===== src/rtl/mixer_pkg.sv =====
`timescale 1ns/1ps
package mixer_pkg;

    localparam int SMP_W = 8;
    localparam logic [SMP_W-1:0] SMP_MID = {1'b1, {(SMP_W-1){1'b0}}};

    localparam logic [SMP_W:0] SUM_LO = {1'b0, SMP_MID};
    localparam logic [SMP_W:0] SUM_HI = SUM_LO + {1'b0, {SMP_W{1'b1}}};

    typedef enum logic [1:0] {
        FS_IDLE,
        FS_REQ,
        FS_WAIT
    } fill_state_e;

    typedef enum logic {
        CH_A = 1'b0,
        CH_B = 1'b1
    } chan_e;

    typedef struct packed {
        logic             en;
        logic             add;
        logic             bank;
        logic [SMP_W-1:0] data;
    } buf_wr_t;

    // Offset-binary sum: (a-mid)+(b-mid) saturated, re-offset by mid.
    function automatic logic [SMP_W-1:0] mix_sat(input logic [SMP_W-1:0] a,
                                                 input logic [SMP_W-1:0] b);
        logic [SMP_W:0] s;
        s = {1'b0, a} + {1'b0, b};
        if (s < SUM_LO)
            return '0;
        else if (s > SUM_HI)
            return '1;
        else
            return SMP_W'(s - SUM_LO);
    endfunction

endpackage


===== src/rtl/mix_tick_gen.sv =====
`timescale 1ns/1ps
module mix_tick_gen #(
    parameter int TICK_DIV = 31250
) (
    input  logic clk,
    input  logic rst,
    input  logic run,
    output logic tick
);
    localparam int TW = (TICK_DIV > 1) ? $clog2(TICK_DIV) : 1;
    localparam logic [TW-1:0] LAST = TW'(TICK_DIV - 1);

    logic [TW-1:0] cnt;

    always_ff @(posedge clk) begin
        if (rst || !run)
            cnt <= '0;
        else if (cnt == LAST)
            cnt <= '0;
        else
            cnt <= cnt + 1'b1;
    end

    assign tick = run && (cnt == LAST);
endmodule


===== src/rtl/mix_buffer.sv =====
`timescale 1ns/1ps
module mix_buffer
    import mixer_pkg::*;
#(
    parameter int BLK   = 64,
    parameter int IDX_W = 6
) (
    input  logic             clk,
    input  buf_wr_t          wr,
    input  logic [IDX_W-1:0] wr_idx,
    input  logic             rd_bank,
    input  logic [IDX_W-1:0] rd_idx,
    output logic [SMP_W-1:0] rd_data
);
    logic [SMP_W-1:0] bank_rd [2];

    for (genvar gb = 0; gb < 2; gb++) begin : g_bank
        logic [SMP_W-1:0] store [BLK];
        logic             hit;

        assign hit = wr.en && (wr.bank == 1'(gb));

        always_ff @(posedge clk) begin
            if (hit) begin
                if (wr.add)
                    store[wr_idx] <= mix_sat(store[wr_idx], wr.data);
                else
                    store[wr_idx] <= wr.data;
            end
        end

        assign bank_rd[gb] = store[rd_idx];
    end

    assign rd_data = rd_bank ? bank_rd[1] : bank_rd[0];
endmodule


===== src/rtl/mix_fill.sv =====
`timescale 1ns/1ps
module mix_fill
    import mixer_pkg::*;
#(
    parameter int BLK    = 64,
    parameter int IDX_W  = 6,
    parameter int ADDR_W = 20
) (
    input  logic              clk,
    input  logic              rst,
    input  logic              run,
    input  logic              go,
    input  logic              fill_bank,
    input  logic              chan_a_en,
    input  logic              chan_b_en,
    input  logic [ADDR_W-1:0] chan_a_base,
    input  logic [ADDR_W-1:0] chan_b_base,
    output logic              mem_req,
    output logic              mem_load,
    output logic [ADDR_W-1:0] mem_addr,
    input  logic              mem_rvalid,
    input  logic [SMP_W-1:0]  mem_rdata,
    output buf_wr_t           wr,
    output logic [IDX_W-1:0]  wr_idx,
    output logic              done
);
    localparam logic [IDX_W-1:0]  LAST = IDX_W'(BLK - 1);
    localparam logic [ADDR_W-1:0] STEP = ADDR_W'(BLK);

    fill_state_e       state;
    chan_e             ch;
    logic [IDX_W-1:0]  cnt;
    logic [ADDR_W-1:0] ptr_a;
    logic [ADDR_W-1:0] ptr_b;
    logic              beat;
    logic              ch_on;

    assign beat  = (state == FS_WAIT) && mem_rvalid;
    assign ch_on = (ch == CH_A) ? chan_a_en : chan_b_en;

    always_ff @(posedge clk) begin
        if (rst || !run) begin
            state <= FS_IDLE;
            ch    <= CH_A;
            cnt   <= '0;
            done  <= 1'b0;
            ptr_a <= chan_a_base;
            ptr_b <= chan_b_base;
        end else if (go) begin
            state <= FS_REQ;
            ch    <= CH_A;
            cnt   <= '0;
            done  <= 1'b0;
        end else begin
            unique case (state)
                FS_REQ:  state <= FS_WAIT;
                FS_WAIT: begin
                    if (mem_rvalid) begin
                        if (cnt == LAST) begin
                            cnt <= '0;
                            if (ch == CH_A) begin
                                ch    <= CH_B;
                                state <= FS_REQ;
                            end else begin
                                state <= FS_IDLE;
                                done  <= 1'b1;
                                ptr_a <= ptr_a + STEP;
                                ptr_b <= ptr_b + STEP;
                            end
                        end else begin
                            cnt   <= cnt + 1'b1;
                            state <= FS_REQ;
                        end
                    end
                end
                default: state <= FS_IDLE;
            endcase
        end
    end

    assign mem_req  = (state == FS_REQ);
    assign mem_load = (cnt == '0);
    assign mem_addr = ((ch == CH_A) ? ptr_a : ptr_b) + ADDR_W'(cnt);

    assign wr.en   = beat;
    assign wr.add  = (ch == CH_B);
    assign wr.bank = fill_bank;
    assign wr.data = ch_on ? mem_rdata : SMP_MID;
    assign wr_idx  = cnt;
endmodule


===== src/rtl/mix_play.sv =====
`timescale 1ns/1ps
module mix_play
    import mixer_pkg::*;
#(
    parameter int BLK   = 64,
    parameter int IDX_W = 6
) (
    input  logic             clk,
    input  logic             rst,
    input  logic             run,
    input  logic             tick,
    input  logic             fill_done,
    input  logic [SMP_W-1:0] rd_data,
    output logic             play_bank,
    output logic [IDX_W-1:0] play_idx,
    output logic             swap,
    output logic [SMP_W-1:0] smp_out,
    output logic             smp_tick,
    output logic             underrun
);
    localparam logic [IDX_W-1:0] LAST = IDX_W'(BLK - 1);

    logic play_valid;
    logic blk_end;

    assign blk_end = tick && (play_idx == LAST);
    assign swap    = blk_end && fill_done;

    always_ff @(posedge clk) begin
        if (rst || !run) begin
            play_bank  <= 1'b1;
            play_idx   <= '0;
            play_valid <= 1'b0;
            underrun   <= 1'b0;
            smp_out    <= SMP_MID;
            smp_tick   <= 1'b0;
        end else begin
            smp_tick <= tick;
            if (tick) begin
                smp_out  <= play_valid ? rd_data : SMP_MID;
                play_idx <= (play_idx == LAST) ? '0 : play_idx + 1'b1;
            end
            if (swap) begin
                play_bank  <= ~play_bank;
                play_valid <= 1'b1;
            end else if (blk_end) begin
                underrun <= 1'b1;
            end
        end
    end
endmodule


===== src/rtl/pingpong_mixer.sv =====
`timescale 1ns/1ps
module pingpong_mixer
    import mixer_pkg::*;
#(
    parameter int BLK      = 64,
    parameter int ADDR_W   = 20,
    parameter int TICK_DIV = 31250
) (
    input  logic              clk,
    input  logic              rst,
    input  logic              run,
    input  logic              chan_a_en,
    input  logic              chan_b_en,
    input  logic [ADDR_W-1:0] chan_a_base,
    input  logic [ADDR_W-1:0] chan_b_base,
    output logic              mem_req,
    output logic              mem_load,
    output logic [ADDR_W-1:0] mem_addr,
    input  logic              mem_rvalid,
    input  logic [7:0]        mem_rdata,
    output logic [7:0]        smp_out,
    output logic              smp_tick,
    output logic              underrun
);
    localparam int IDX_W = (BLK > 1) ? $clog2(BLK) : 1;

    logic             tick;
    logic             run_q;
    logic             fill_go;
    logic             swap;
    logic             fill_done;
    logic             play_bank;
    logic [IDX_W-1:0] play_idx;
    logic [SMP_W-1:0] rd_data;
    buf_wr_t          wr;
    logic [IDX_W-1:0] wr_idx;

    always_ff @(posedge clk) begin
        if (rst)
            run_q <= 1'b0;
        else
            run_q <= run;
    end

    assign fill_go = (run && !run_q) || swap;

    mix_tick_gen #(.TICK_DIV(TICK_DIV)) u_tick (
        .clk  (clk),
        .rst  (rst),
        .run  (run),
        .tick (tick)
    );

    mix_fill #(.BLK(BLK), .IDX_W(IDX_W), .ADDR_W(ADDR_W)) u_fill (
        .clk         (clk),
        .rst         (rst),
        .run         (run),
        .go          (fill_go),
        .fill_bank   (~play_bank),
        .chan_a_en   (chan_a_en),
        .chan_b_en   (chan_b_en),
        .chan_a_base (chan_a_base),
        .chan_b_base (chan_b_base),
        .mem_req     (mem_req),
        .mem_load    (mem_load),
        .mem_addr    (mem_addr),
        .mem_rvalid  (mem_rvalid),
        .mem_rdata   (mem_rdata),
        .wr          (wr),
        .wr_idx      (wr_idx),
        .done        (fill_done)
    );

    mix_buffer #(.BLK(BLK), .IDX_W(IDX_W)) u_buf (
        .clk     (clk),
        .wr      (wr),
        .wr_idx  (wr_idx),
        .rd_bank (play_bank),
        .rd_idx  (play_idx),
        .rd_data (rd_data)
    );

    mix_play #(.BLK(BLK), .IDX_W(IDX_W)) u_play (
        .clk       (clk),
        .rst       (rst),
        .run       (run),
        .tick      (tick),
        .fill_done (fill_done),
        .rd_data   (rd_data),
        .play_bank (play_bank),
        .play_idx  (play_idx),
        .swap      (swap),
        .smp_out   (smp_out),
        .smp_tick  (smp_tick),
        .underrun  (underrun)
    );
endmodule


===== config.mk =====
export PLATFORM = sky130hd
export DESIGN_NAME = pingpong_mixer
export DESIGN_NICKNAME = d
export VERILOG_FILES = /design/src/rtl/mixer_pkg.sv /design/src/rtl/mix_tick_gen.sv /design/src/rtl/mix_buffer.sv /design/src/rtl/mix_fill.sv /design/src/rtl/mix_play.sv /design/src/rtl/pingpong_mixer.sv
export SDC_FILE = /design/constraint.sdc
export NUM_CORES = 2
export LEC_CHECK = 0
export CAP_MARGIN = 25
export CORE_AREA = 2 2 465 467
export CTS_BUF_LIST = sky130_fd_sc_hd__clkbuf_4
export DETAILED_ROUTE_END_ITERATION = 10
export DIE_AREA = 0 0 467 469
export SYNTH_ARGS = -nofsm -noshare
export SYNTH_HDL_FRONTEND = slang
export SYNTH_SLANG_ARGS = --single-unit
export TNS_END_PERCENT = 50

===== constraint.sdc =====
create_clock -name clk -period 8.5 [get_ports clk]
set_clock_uncertainty 0.15 [all_clocks]
set_input_delay 1.275 -clock clk [delete_from_list [all_inputs] [get_ports clk]]
set_output_delay 1.275 -clock clk [all_outputs]
set_load 0.02 [all_outputs]

==> impl_metrics.yaml <==
outcome:
  status: "complete, no violations"
power_and_ir_drop:
  power.share.switching_pct: 22.6
  p_int_w: 0.00856
  seq_power_share_pct: 55.8
  p_clk_share_pct: 40.9
  p_comb_share_pct: 3.3
  powerDensity_nw_per_um2: 178
  p_switching_w: 0.00250
  leakagePower_nw: 18.3
  total_power_w: 0.0111
  irDropWorstVdd_v: 0.000133
global_route:
  grt_pass1_wl_um: 230000
  antenna_found_initial: 3
  grt_util_met1_pct: 18.5
  overflow: 0
  grtUsageTotal_pct: 14.6
  met3_usage_pct: 3.31
  grt_max_degree: 104
  met2_usage_pct: 23.8
  first_global_vias: 32287
  top_usage_layer: "met2"
routing:
  detail-route-antenna-nets: 0
  drcViolationCount: 0
  num_vias: 31338
  wire_per_inst_um: 26.2
  dr.pass1.iters: 5
  drt_iter0_drc: 3830
  routed_wl_um: 162000
  routed_via_density: 5.06
timing:
  layout_min_cycle_time_ns: 6.59
  setup_viol: 0
  fmax_mhz: 152
  timing.final.max_slew_violations: 0
  tightest_slew_ns: 1.07
  rsz0062_at_grt: "no"
  period_share_pct: 77.6
  relSlewSlack_pct: 28.5
  finalHoldViolCount: 0
  tns_ns: 0
placement:
  place_hpwl_um: 102000
  gp_congestion: 0.868
  port_buffers: 85
clock_tree:
  cts_setup_buffers: 0
  cts_num_sinks: 1120
  clk_latency_ns: 1.26
  htreeDepth: 5
  cts_tree: "yes"
  clock_path_buffers: 4
  ctsHoldBuffers: 0
  postCtsResizedCells: 0
  cts_buffers: 298
  cts_root_buffer: "clkbuf_4"
  cts.clk_slew.worst_paths_ns: 0.08
logic_synthesis:
  synth-seq-area-share_pct: 62.2
  synth_seq_cells: 1120
  synthCells: 2791
  synth_area_leader_cell: "edfxtp_1"
  synth_top_area_share_pct: 60.1
  synth.area.top_cells: "edfxtp_1 60%, mux4_2 27%, dfxtp_1 2.1%"
  yosys-top-cells-count: "1,064 x edfxtp_1, 633 x mux4_2, 213 x nor2_1"
  synth_edf_count: 1064
  ys_warn_count: 0
  syn-num-nets: 2879
  syn_area_um2: 53200
  ys_types: 53
  ys_dominant_reg_cell: "edfxtp_1"
  syn_area_per_cell_um2: 19.1
  async_flop_share_pct: 0
  yosysMostFrequentCell: "edfxtp_1"
min_path:
  holdPathStages: 2
  hp-class: "reg -> reg"
  hp-start: "u_play.underrun$_SDFFE_PN0P_"
  min_to: "u_play.underrun$_SDFFE_PN0P_"
critical_path:
  crit_path_end_kind: "output pin"
  cp.required_ns: 7.07
  critPathLaunchType: "flop"
  path_max_fanout: 24
  cp.arrival_ns: 5.17
  reg2reg_slack_ns: 2.12
  rr_worst_depth: 13
  r2r-end: "u_buf.g_bank[1].store[63][3]$_DFFE_PP_"
  crit_type: "reg -> out"
final_layout:
  nFillCells: 21060
  final_nets: 3237
  drive_above_1_share_pct: 39.2
  syn2layout_area_growth_pct: 16.7
floorplan:
  boundaryPins: 86
  initial_utilization_pct: 24.9
  rows: 170
  core_area_um2: 214000
  dieArea_um2: 219000
  fp.dieH_um: 469
  die_width_um: 467
flow_run:
  cap_violations: 0
state kept, by name, indices dropped and copies added (netlist names), 2 cells and up, named ones only:
name,flops
u_fill.ptr_b,20
u_play.smp_out,8
u_tick.cnt,15
u_fill.wr_idx,6
u_fill.state,2
u_play.play_idx,6
u_fill.ptr_a,20
u_buf.g_bank.store,1024
worst max-delay path by stage:
stage | start | endpoint | slack, ns | cells after the start
final | u_fill.ch$_SDFFE_PP0P_ | mem_addr[14] | 1.91 | 13
after global placement | flop | u_buf.g_bank[0].store[42][5]$_DFFE_PP_ | 1.84 | 12
after detailed placement | flop | u_buf.g_bank[1].store[42][3]$_DFFE_PP_ | 2.17 | 13
after floorplan | flop | u_buf.g_bank[1].store[0][3]$_DFFE_PP_ | 1.21 | 13
after CTS | u_fill.ch$_SDFFE_PP0P_ | mem_addr[14] | 1.78 | 13
after global routing | u_fill.ch$_SDFFE_PP0P_ | mem_addr[14] | 1.63 | 13
through the flow:
stage / util [%] / area (um2) / hold slack (ns) / setup WS (ns) / std cells
4_1_cts: 29.0 / 62000 / 0.333 / 1.78 / 6184
6_report: 29.0 / 62100 / 0.321 / 1.91 / 6191
2_1_floorplan: - / 53200 / 0.295 / 1.21 / 2791
3_3_place_gp: 27.3 / 58300 / 0.304 / 1.84 / 5669
5_1_grt: 29.0 / 62100 / 0.377 / 1.63 / 6189
3_5_place_dp: 27.4 / 58500 / 0.319 / 2.17 / 5685
final cells by class:
type / count / area [um2] / area share [%]
multi-input combinational: 1446 / 19500 / 31.4
tap: 2838 / 3550 / 5.72
clock inverter: 77 / 332 / 0.534
clock buffer: 422 / 3170 / 5.10
antenna: 5 / 12.5 / 0.0202
inverter: 32 / 120 / 0.193
sequential: 1120 / 33100 / 53.3
timing repair buffer: 251 / 2310 / 3.72
power groups by stage:
stage	clock network (W)	registers (W)	logic, W
6_report	0.00452	0.00618	0.000369
5_1_grt	0.00492	0.00617	0.000404
4_1_cts	0.00464	0.00617	0.000371
3_5_place_dp	0	0.00630	0.000370
3_3_place_gp	0	0.00630	0.000356
2_1_floorplan	0	0.00630	0.000186
cell families (layout without fill, tap and decap cells):
kind of cell    count (synthesis)  in the layout  synth area share (%)
buf+inv                       225            782                  1.79
fa+ha+maj                      34             34                 0.842
compound gates                186            186                  2.28
simple gates                  471            471                  3.97
flops                        1120           1120                  62.2
xor+xnor                       72             72                  1.19
mux                           683            683                  27.8
other cells                     0              5                     0
layout by cell type, fill, tap and decap left out, types with 11 or more instances in the layout:
cell	Yosys	routed
a21oi_1	29	29
mux2i_1	44	44
nor2_2	0	37
nand2_1	107	107
clkbuf_4	0	422
o211ai_1	14	14
nand3_1	44	44
nor2_1	213	176
edfxtp_1	1064	1064
clkdlybuf4s50_1	0	85
mux4_2	633	633
xnor2_1	34	34
clkinv_2	0	13
o21ai_0	47	45
ha_1	31	31
nand4_1	11	11
a22oi_1	31	29
clkinv_1	1	61
and2_1	18	18
buf_4	10	147
xor2_1	38	38
inv_1	31	31
dfxtp_1	56	48
nor2b_1	20	20
per-layer routing:
metal	up-vias	share of wire (%)
li1	12715	-
met3	322	8.9
met1	16516	39
met4	0	4.0
met5	-	0
met2	1785	49
critical path, cell delays in order (launching register included):
cell and delay (ns):
dfxtp_1 0.34, buf_4 0.34, mux2_2 0.26, ha_1 0.17, inv_1 0.06, fa_1 0.42, nor2b_1 0.15, o21ai_0 0.12
a21boi_0 0.27, o21a_1 0.36, o21ai_0 0.21, or3_1 0.44, xor2_1 0.18, clkdlybuf4s50_1 0.62
Note: power is estimated with default switching activity, not from simulation.
